$ cat src/rtl/dmf_pkg.sv
package dmf_pkg;
  typedef enum logic {
    RD_STANDARD = 1'b0,
    RD_FWFT     = 1'b1
  } rd_mode_e;
endpackage

$ cat src/rtl/dmf_cfg_latch.sv
module dmf_cfg_latch
  import dmf_pkg::*;
(
  input  logic     clk,
  input  logic     mrst_n,
  input  logic     fwft_sel,
  output rd_mode_e mode_eff
);
  logic     cfg_open;
  rd_mode_e mode_q;

  // The window opens asynchronously with master reset and closes at the
  // first rising edge after release, where the selection is captured.
  always_ff @(posedge clk or negedge mrst_n) begin
    if (!mrst_n) begin
      cfg_open <= 1'b1;
      mode_q   <= RD_STANDARD;
    end else if (cfg_open) begin
      cfg_open <= 1'b0;
      mode_q   <= rd_mode_e'(fwft_sel);
    end
  end

  // While the window is open the pin decides the flag meanings directly.
  assign mode_eff = cfg_open ? rd_mode_e'(fwft_sel) : mode_q;

  // once captured, the mode never moves until the next master reset
  p_mode_hold_r1: assert property (@(posedge clk) disable iff (!mrst_n)
    (!cfg_open && $past(!cfg_open)) |-> $stable(mode_q));
endmodule

$ cat src/rtl/dmf_store.sv
module dmf_store #(
  parameter int DW    = 8,
  parameter int DEPTH = 16
) (
  input  logic          clk,
  input  logic          mrst_n,
  input  logic          clr,
  input  logic          push,
  input  logic [DW-1:0] push_data,
  input  logic          pop,
  output logic [DW-1:0] head_data,
  output logic          mem_nz
);
  localparam int AW = $clog2(DEPTH);
  localparam int PW = AW + 1;

  logic [DW-1:0] mem [DEPTH];
  logic [PW-1:0] wptr, rptr;

  always_ff @(posedge clk) begin
    if (push) mem[wptr[AW-1:0]] <= push_data;
  end

  always_ff @(posedge clk or negedge mrst_n) begin
    if (!mrst_n) begin
      wptr <= '0;
      rptr <= '0;
    end else if (clr) begin
      wptr <= '0;
      rptr <= '0;
    end else begin
      if (push) wptr <= wptr + 1'b1;
      if (pop)  rptr <= rptr + 1'b1;
    end
  end

  assign head_data = mem[rptr[AW-1:0]];
  assign mem_nz    = (wptr != rptr);

  // the pointer gap never exceeds the array size
  p_no_overflow_r6: assert property (@(posedge clk) disable iff (!mrst_n)
    (PW'(wptr - rptr) <= PW'(DEPTH)));

  // the read side never retires from an empty array
  p_no_underflow_r7: assert property (@(posedge clk) disable iff (!mrst_n)
    pop |-> (wptr != rptr));
endmodule

$ cat src/rtl/dmf_out_stage.sv
module dmf_out_stage
  import dmf_pkg::*;
#(
  parameter int DW = 8
) (
  input  logic          clk,
  input  logic          mrst_n,
  input  logic          clr,
  input  rd_mode_e      mode,
  input  logic          rd_req,
  input  logic          occ_nz,
  input  logic          mem_nz,
  input  logic [DW-1:0] head_data,
  output logic          pop,
  output logic          take,
  output logic          out_valid,
  output logic [DW-1:0] rd_data
);
  logic          s1_valid;
  logic [DW-1:0] s1_data;
  logic          std_fire, out_take, out_load, s1_load, fwft;

  assign fwft     = (mode == RD_FWFT);
  assign std_fire = !fwft && rd_req && occ_nz && !clr;
  assign out_take = fwft && rd_req && out_valid && !clr;
  assign out_load = fwft && s1_valid && (!out_valid || out_take) && !clr;
  assign s1_load  = fwft && mem_nz && (!s1_valid || out_load) && !clr;

  assign pop  = std_fire || s1_load;
  assign take = std_fire || out_take;

  always_ff @(posedge clk or negedge mrst_n) begin
    if (!mrst_n) begin
      s1_valid  <= 1'b0;
      s1_data   <= '0;
      out_valid <= 1'b0;
      rd_data   <= '0;
    end else if (clr) begin
      s1_valid  <= 1'b0;
      out_valid <= 1'b0;
    end else begin
      if (std_fire) rd_data <= head_data;
      if (s1_load) begin
        s1_data  <= head_data;
        s1_valid <= 1'b1;
      end else if (out_load) begin
        s1_valid <= 1'b0;
      end
      if (out_load) begin
        rd_data   <= s1_data;
        out_valid <= 1'b1;
      end else if (out_take) begin
        out_valid <= 1'b0;
      end
    end
  end

  // a staged word always reaches an idle output register on the next edge
  p_fwft_advance_r4: assert property (@(posedge clk) disable iff (!mrst_n)
    (s1_valid && !out_valid && !clr) |=> out_valid);
endmodule

$ cat src/rtl/dmf_flags.sv
module dmf_flags
  import dmf_pkg::*;
#(
  parameter int DEPTH  = 16,
  parameter int AE_OFF = 2,
  parameter int AF_OFF = 2
) (
  input  logic                       clk,
  input  logic                       mrst_n,
  input  logic                       clr,
  input  logic                       inc,
  input  logic                       dec,
  input  rd_mode_e                   mode,
  input  logic                       out_valid,
  output logic [$clog2(DEPTH):0]     occ,
  output logic                       full,
  output logic                       ef_or_n,
  output logic                       ff_ir_n,
  output logic                       pae_n,
  output logic                       paf_n
);
  localparam int CW = $clog2(DEPTH) + 1;
  localparam logic [CW-1:0] DEPTH_V = CW'(DEPTH);
  localparam logic [CW-1:0] AE_V    = CW'(AE_OFF);
  localparam logic [CW-1:0] AF_V    = CW'(AF_OFF);

  logic [CW-1:0] free;

  always_ff @(posedge clk or negedge mrst_n) begin
    if (!mrst_n)         occ <= '0;
    else if (clr)        occ <= '0;
    else if (inc && !dec) occ <= occ + 1'b1;
    else if (dec && !inc) occ <= occ - 1'b1;
  end

  assign full = (occ == DEPTH_V);
  assign free = DEPTH_V - occ;

  // The flag pair flips meaning (and rest level) with the mode.
  always_comb begin
    if (mode == RD_FWFT) begin
      ef_or_n = !out_valid;
      ff_ir_n = full;
    end else begin
      ef_or_n = (occ != '0);
      ff_ir_n = !full;
    end
  end

  assign pae_n = !(occ <= AE_V);
  assign paf_n = !(free <= AF_V);
endmodule

$ cat src/rtl/dual_mode_fifo.sv
module dual_mode_fifo
  import dmf_pkg::*;
#(
  parameter int DW     = 8,
  parameter int DEPTH  = 16,
  parameter int AE_OFF = 2,
  parameter int AF_OFF = 2
) (
  input  logic          clk,
  input  logic          mrst_n,
  input  logic          prst_n,
  input  logic          fwft_sel,
  input  logic          wr_en,
  input  logic [DW-1:0] wr_data,
  input  logic          rd_en,
  input  logic          rd_sel,
  output logic [DW-1:0] rd_data,
  output logic          ef_or_n,
  output logic          ff_ir_n,
  output logic          pae_n,
  output logic          paf_n
);
  localparam int CW = $clog2(DEPTH) + 1;

  rd_mode_e      mode;
  logic          clr, wr_acc, full, pop, take, out_valid, mem_nz;
  logic [DW-1:0] head_data;
  logic [CW-1:0] occ;

  assign clr    = !prst_n;
  assign wr_acc = wr_en && !full && !clr;

  dmf_cfg_latch u_cfg (
    .clk      (clk),
    .mrst_n   (mrst_n),
    .fwft_sel (fwft_sel),
    .mode_eff (mode)
  );

  dmf_store #(.DW(DW), .DEPTH(DEPTH)) u_store (
    .clk       (clk),
    .mrst_n    (mrst_n),
    .clr       (clr),
    .push      (wr_acc),
    .push_data (wr_data),
    .pop       (pop),
    .head_data (head_data),
    .mem_nz    (mem_nz)
  );

  dmf_out_stage #(.DW(DW)) u_out (
    .clk       (clk),
    .mrst_n    (mrst_n),
    .clr       (clr),
    .mode      (mode),
    .rd_req    (rd_en && rd_sel),
    .occ_nz    (occ != '0),
    .mem_nz    (mem_nz),
    .head_data (head_data),
    .pop       (pop),
    .take      (take),
    .out_valid (out_valid),
    .rd_data   (rd_data)
  );

  dmf_flags #(.DEPTH(DEPTH), .AE_OFF(AE_OFF), .AF_OFF(AF_OFF)) u_flags (
    .clk       (clk),
    .mrst_n    (mrst_n),
    .clr       (clr),
    .inc       (wr_acc),
    .dec       (take),
    .mode      (mode),
    .out_valid (out_valid),
    .occ       (occ),
    .full      (full),
    .ef_or_n   (ef_or_n),
    .ff_ir_n   (ff_ir_n),
    .pae_n     (pae_n),
    .paf_n     (paf_n)
  );

  // a presented word is always backed by the occupancy count
  p_out_backed_r5: assert property (@(posedge clk) disable iff (!mrst_n)
    out_valid |-> (occ != '0));

  // partial reset leaves the queue empty on the following cycle
  p_prst_clears_r10: assert property (@(posedge clk) disable iff (!mrst_n)
    !prst_n |=> ((occ == '0) && !out_valid));
endmodule

$ cat config.mk
export PLATFORM = sky130hd
export DESIGN_NAME = dual_mode_fifo
export DESIGN_NICKNAME = d
export VERILOG_FILES = /design/src/rtl/dmf_pkg.sv /design/src/rtl/dmf_cfg_latch.sv /design/src/rtl/dmf_store.sv /design/src/rtl/dmf_out_stage.sv /design/src/rtl/dmf_flags.sv /design/src/rtl/dual_mode_fifo.sv
export SDC_FILE = /design/constraint.sdc
export NUM_CORES = 1
export LEC_CHECK = 0
export BUFFER_PORTS_ARGS = -buffer_cell sky130_fd_sc_hd__buf_2
export CAP_MARGIN = 20
export CELL_PAD_IN_SITES_DETAIL_PLACEMENT = 1
export CELL_PAD_IN_SITES_GLOBAL_PLACEMENT = 2
export CORE_MARGIN = 10
export CORE_UTILIZATION = 40
export CTS_CLUSTER_DIAMETER = 100
export DETAILED_ROUTE_END_ITERATION = 8
export GPL_TIMING_DRIVEN = 0
export PLACE_DENSITY = 0.77
export SLEW_MARGIN = 20
export SYNTH_ARGS = -nofsm -noshare
export SYNTH_HDL_FRONTEND = slang
export SYNTH_SLANG_ARGS = --single-unit
$ cat constraint.sdc
create_clock -name clk -period 3 [get_ports clk]
set_input_delay 0.45 -clock clk [delete_from_list [all_inputs] [get_ports clk]]
set_output_delay 0.45 -clock clk [all_outputs]
set_load 0.02 [all_outputs]
### After elaboration in Yosys (flattened, before gate mapping)

Memory sizes are Yosys's and may differ from the RTL's.
Cells that the tools add are included.

| storage, ports and cells | value |
|---|---|
| memory bits (writable) | 128 |
| memories kept | 1 |
| register bits after elaboration | 35 |
| output and inout port bits | 12 |
| input port bits | 15 |
| logic and storage cells | 77 |

Memories:

| memory | words | bits a word | rd ports | clocked after memory_dff | wr ports | line | source |
|---|---|---|---|---|---|---|---|
| u_store.mem | 16 | 8 | 1 | 0 | 1 | dmf_store.sv:17 | `logic [DW-1:0] mem [DEPTH];` |

| cells by class | value |
|---|---|
| multiplexer cells | 20 |
| magnitude comparators | 2 |
| add/subtract/negate cells | 5 |
| eq/ne operators | 7 |
| reductions and logical operators | 33 |

Operator list:

| operator | count |
|---|---|
| $mux 5 | 7 |
| $logic_and 1x1->1 | 17 |
| $mux 8 | 2 |
| $add 5x1->5 const B | 3 |
| $mux 1 | 11 |
| $le 5x2->1 const B | 2 |
| $ne 3x1->1 const B | 3 |
| $logic_not 1->1 | 8 |
| $eq 5x5->1 const B | 1 |
| $ne 5x5->1 | 1 |
| $reduce_bool 5->1 | 1 |
| $sub 5x1->5 const B | 1 |
| $sub 5x5->5 const A | 1 |
| $logic_or 1x1->1 | 4 |
| $ne 2x1->1 const B | 2 |
| $reduce_and 2->1 | 2 |
| $reduce_bool 2->1 | 1 |

### Longest topological paths before layout

| depth | value |
|---|---|
| word-level depth | 13 |
| gate-level depth with buffers | 13 |
| depth with buffers taken out | 13 |

### Hierarchy

From an unflattened synthesis, not the netlist that was laid out.

| second synthesis, totals | value |
|---|---|
| cell total of the unflattened synthesis | 420 |
| area total of the unflattened synthesis | 7088.0 um2 |

Modules (own cells, without submodules):

| module | instances | sequential area each (um2) | area an instance (um2) | cells an instance |
|---|---|---|---|---|
| dmf_store | 1 | 4093.9 | 5600.4 | 296 |
| dmf_out_stage | 1 | 450.4 | 883.3 | 60 |
| dmf_flags | 1 | 125.1 | 499.2 | 54 |
| dmf_cfg_latch | 1 | 51.3 | 70.1 | 4 |
| dual_mode_fifo | 1 | 0.0 | 35.0 | 6 |

### Worst setup path before layout

OpenSTA, ideal clock, no wires.

| timing path | value |
|---|---|
| kind | flip-flop to flip-flop |
| from | register u_flags.occ[0] |
| to | register u_flags.occ[4] |
| path slack | -0.248 ns |
| clock period less this slack | 3.248 ns |
| setup time | 0.124 ns |
| required time | 2.876 ns |
| arrival time | 3.124 ns |
| stages on the path, launching flop included | 14 |
| path buffers | 1 |
| cell sequence | dfrtp_1 > inv_1 > ha_1 > nor3b_1 > ha_1 > and3b_1 > clkbuf_1 > nand2_1 > fa_1 > a21o_1 > a21oi_1 > nor2_1 > mux2_2 > a211o_1 |

| between the ends | value |
|---|---|
| cells in the longest elaborated chain, start to end | 8 |
| elaborated cells on any way between the ends | 18 |
| classes of those cells | 2 x add/sub; 2 x eq/ne; 3 x mux; 11 x reduce/logical |

RTL lines:

| element | line | source |
|---|---|---|
| from (decl) | dmf_flags.sv:15 | `output logic [$clog2(DEPTH):0] occ,` |
| from (signal assigned) | dmf_flags.sv:32 | `else if (inc && !dec) occ <= occ + 1'b1;` |
| from (signal assigned) | dmf_flags.sv:33 | `else if (dec && !inc) occ <= occ - 1'b1;` |
| branches (longest 8 deep; another with $sub 5x1->5) | -- |  |

Parallel ways; which one is timed is not known. The select of a mux whose other input is x is not followed.
A chain may end at the register's enable or synchronous reset.

### Worst setup path after layout

| timing path | value |
|---|---|
| from | register u_flags.occ[1] |
| to | register u_flags.occ[4] |

Same word-level chain as after synthesis.

==> results.toml <==
[clock_tree]
cts_tree = "yes"
clock_path_buffers = 2
cts_sinks = 163
ctsHoldBuffers = 0
cts_max_level = 4
cts.root.buffer_cell = "clkbuf_16"
clkTransAtPathRegs_ns = 0.07
numCtsBuffers = 17
worstSkewPairLatency_ns = 0.42

[power]
p_leak_nw = 2.89
p_total_mw = 6.45
powerDensity_nw_per_um2 = 787
ir_worst_vdd_mv = 0.406

[timing]
slew_headroom_pct = 33.3
setup_viol = 0
rsz0062_at_grt = "false"
fin_tns_setup_ns = 0
tightest_slew_ns = 0.998
maxSlewViolCount = 0
fin_crit_sh_pct = 94.4
fmax_mhz = 353
skew_ns = 0.0127
hold_violations = 0
holdWs_ns = 0.106
fin_crit_ns = 2.83

[floorplan]
ios = 27
die_x_um = 153
dieHeight_um = 153
die_area_um2 = 23500
initial_core_util_pct = 40.9
core_area_um2 = 17400
rows = 48

[global_route]
grt_pass1_wl_um = 24800
antenna_found_initial = 0
grt_pass1_vias = 4121
grtUsageTotal_pct = 13.9
grt_max_degree = 36
globalRouteOverflowTotal = 0

[placed_design]
post-place-cells = 661
hpwl_um = 10600
port_buffers = 26
place_congestion = 0.791
place_area_um2 = 7540

[synthesis]
synthSimpleGateAreaFrac_pct = 5.45
synth_cell_types = 52
synth_fa_ha_area_share_pct = 2.57
synth-edff-count = 128
synth_xor_area_share_pct = 1.71
synthCells = 410
ys.flop_type = "edfxtp_1"
synthArstFlopShare_pct = 21.5
synth-seq-cells = 163
avgSynthCellArea_um2 = 17.3
syn-num-nets = 439
synthMuxAreaShare_pct = 13.5
synth_compound_area_share_pct = 6.45
yosysWarnings = 0
synth_top_family_by_area = "multiplexers"
ys_seq_area_share_pct = 66.5
syn-cell-area_um2 = 7100

[setup_path]
cp_max_fo = 4
slowest_stage = "dfrtp_2"
crit_type = "flip-flop to flip-flop"
arrival_ns = 3.14
crit_chain = "inv_2 > ha_4 > nor3b_4 > ha_2 > and3b_1 > buf_8 > nand2_4 > fa_2 > a21o_1 > a21oi_2 > nor2_1 > mux2_2 > a211o_1"
crit_required_ns = 3.31
path_buf_inv = 2
cp-start-kind = "flip-flop"
reg2reg_from = "u_flags.occ[1]$_DFFE_PN0P_"
end_kind = "flip-flop"
critPathMaxStageDelay_ns = 0.37
critPathTopFamily = "adder cells"
cp-startpoint = "u_flags.occ[1]$_DFFE_PN0P_"

[drt]
ant_nets = 0
drtPass1Iterations = 4
viasPerCell = 5.49
num_vias = 3864
initialDrtViolationCount = 322
wl_per_cell_um = 22.5
drc = 0
wl_um = 15800

[cells_and_area]
drive_above_1_share_pct = 28.8
area_growth_pct = 15.5
fillers = 1672
multi_input_area_um2 = 2180
fin_nets = 495
final_area_um2 = 8200
regArea_um2 = 4720
antenna_cells = 0
finalNonFillerCells = 704

[min_path]
hp-class = "input pin to async pin"

[outcome]
status = "completed"

[job]
maxCapViolCount = 0
==> cells in the mapped netlist, types with 7 or more instances <==
cell type  instances  area (µm²)
a221o_1            8        80.1
xnor2_1           10        87.6
mux2_2             9         101
a22oi_1           10        75.1
edfxtp_1         128        3840
dfrtp_1           34         851
inv_1              8        30.0
ha_1              13         163
mux4_2            25         563
nor2_1            24        90.1
nand2_1           30         113
a21oi_1           19        95.1
mux4_1             7         184
mux2i_1            9        90.1
==> sequential cells by signal, indices dropped and copies added, names as in the netlist <==
signal           cells
u_store.mem        128
u_out.rd_data        8
u_out.s1_data        8
u_flags.occ          5
u_store.rptr         5
u_store.wptr         5
u_cfg.cfg_open       1
u_cfg.mode_q         1
u_out.out_valid      1
u_out.s1_valid       1
==> worst reg2reg max path: cells and delay by family (launching register included) <==
kind	cells	cell delay [ns]
and+or+nand+nor	4	0.51
adders and majority gates	3	0.73
buffers and inverters	2	0.17
DFF	1	0.37
muxes	1	0.26
AOI/OAI and AO/OA	3	0.68
==> power breakdown <==
group | leakage, nW | total (mW) | internal [mW] | switching [mW]
Sequential | 1.60 | 2.78 | 2.62 | 0.152
Combinational | 1.03 | 1.71 | 0.843 | 0.864
Clock | 0.255 | 1.97 | 1.13 | 0.841
Total | 2.89 | 6.45 | 4.60 | 1.86
==> worst paths after layout <==
check                      slack [ns]  depth (start not counted)                            to
max reg2reg                      0.17                         13    u_flags.occ[4]$_DFFE_PN0P_
max                              0.17                         13    u_flags.occ[4]$_DFFE_PN0P_
min in group clk                 0.36                          3   u_store.rptr[3]$_DFFE_PN0P_
max in group asynchronous        2.34                          1    u_flags.occ[0]$_DFFE_PN0P_
min reg2reg                      0.51                          1  u_out.rd_data[0]$_DFFE_PN0P_
min                              0.11                          1  u_out.s1_data[3]$_DFFE_PN0P_
==> cell families after synthesis <==
group                    Yosys count
adder cells (fa/ha/maj)           14
AND/OR/NAND/NOR                   82
buffers and inverters             27
multiplexers                      51
AO/OA/AOI/OAI                     59
flip-flops                       163
XOR/XNOR                          13
other                              1
==> layout make-up <==
type                       instances  share of cell area [%]
buffer                            17                    2.82
clock buffer                      21                    5.37
clock inverter                    11                    1.08
inverter                          10                   0.519
multi-input combinational        220                    26.5
sequential                       163                    57.6
tap                              225                    3.43
timing repair buffer              37                    2.60
==> layout by cell type, fill, tap and decap left out, types with 5 or more instances in the layout <==
cell / synthesis / final
a221o_1: 8 / 8
nand2b_1: 5 / 5
dfrtp_1: 34 / 32
nand3_1: 5 / 5
nand2_1: 30 / 29
ha_1: 13 / 10
inv_1: 8 / 6
a21oi_1: 19 / 18
a22oi_1: 10 / 10
a22oi_2: 6 / 6
edfxtp_1: 128 / 128
mux4_2: 25 / 25
mux2i_1: 9 / 9
buf_2: 0 / 26
mux4_1: 7 / 7
nor2_1: 24 / 24
buf_4: 0 / 11
mux2_2: 9 / 9
clkbuf_1: 5 / 8
clkinv_1: 1 / 5
o21ai_0: 5 / 5
xnor2_1: 10 / 10
clkbuf_16: 0 / 17
==> per-layer routing <==
layer	share of wire, %	routed length, µm	track usage, %
met5	0	0	0
met4	1.7	273	5.72
met3	4.9	773	3.17
met2	50	7940	22.4
met1	43	6850	17.8
==> repair_timing <==
item                       in CTS  in global routing
resized for setup               7                  6
pin swaps                       2                  4
setup endpoints to repair       1                  1
buffers inserted                6                  5
==> stage by stage <==
stage	worst slack (ns)	utilization, %
2_1_floorplan	0.0389	-
3_3_place_gp	-0.231	43.3
3_5_place_dp	-0.330	43.4
4_1_cts	0.0166	46.9
5_1_grt	0.0320	47.2
6_report	0.168	47.2
(Power assumes the default switching activity.)
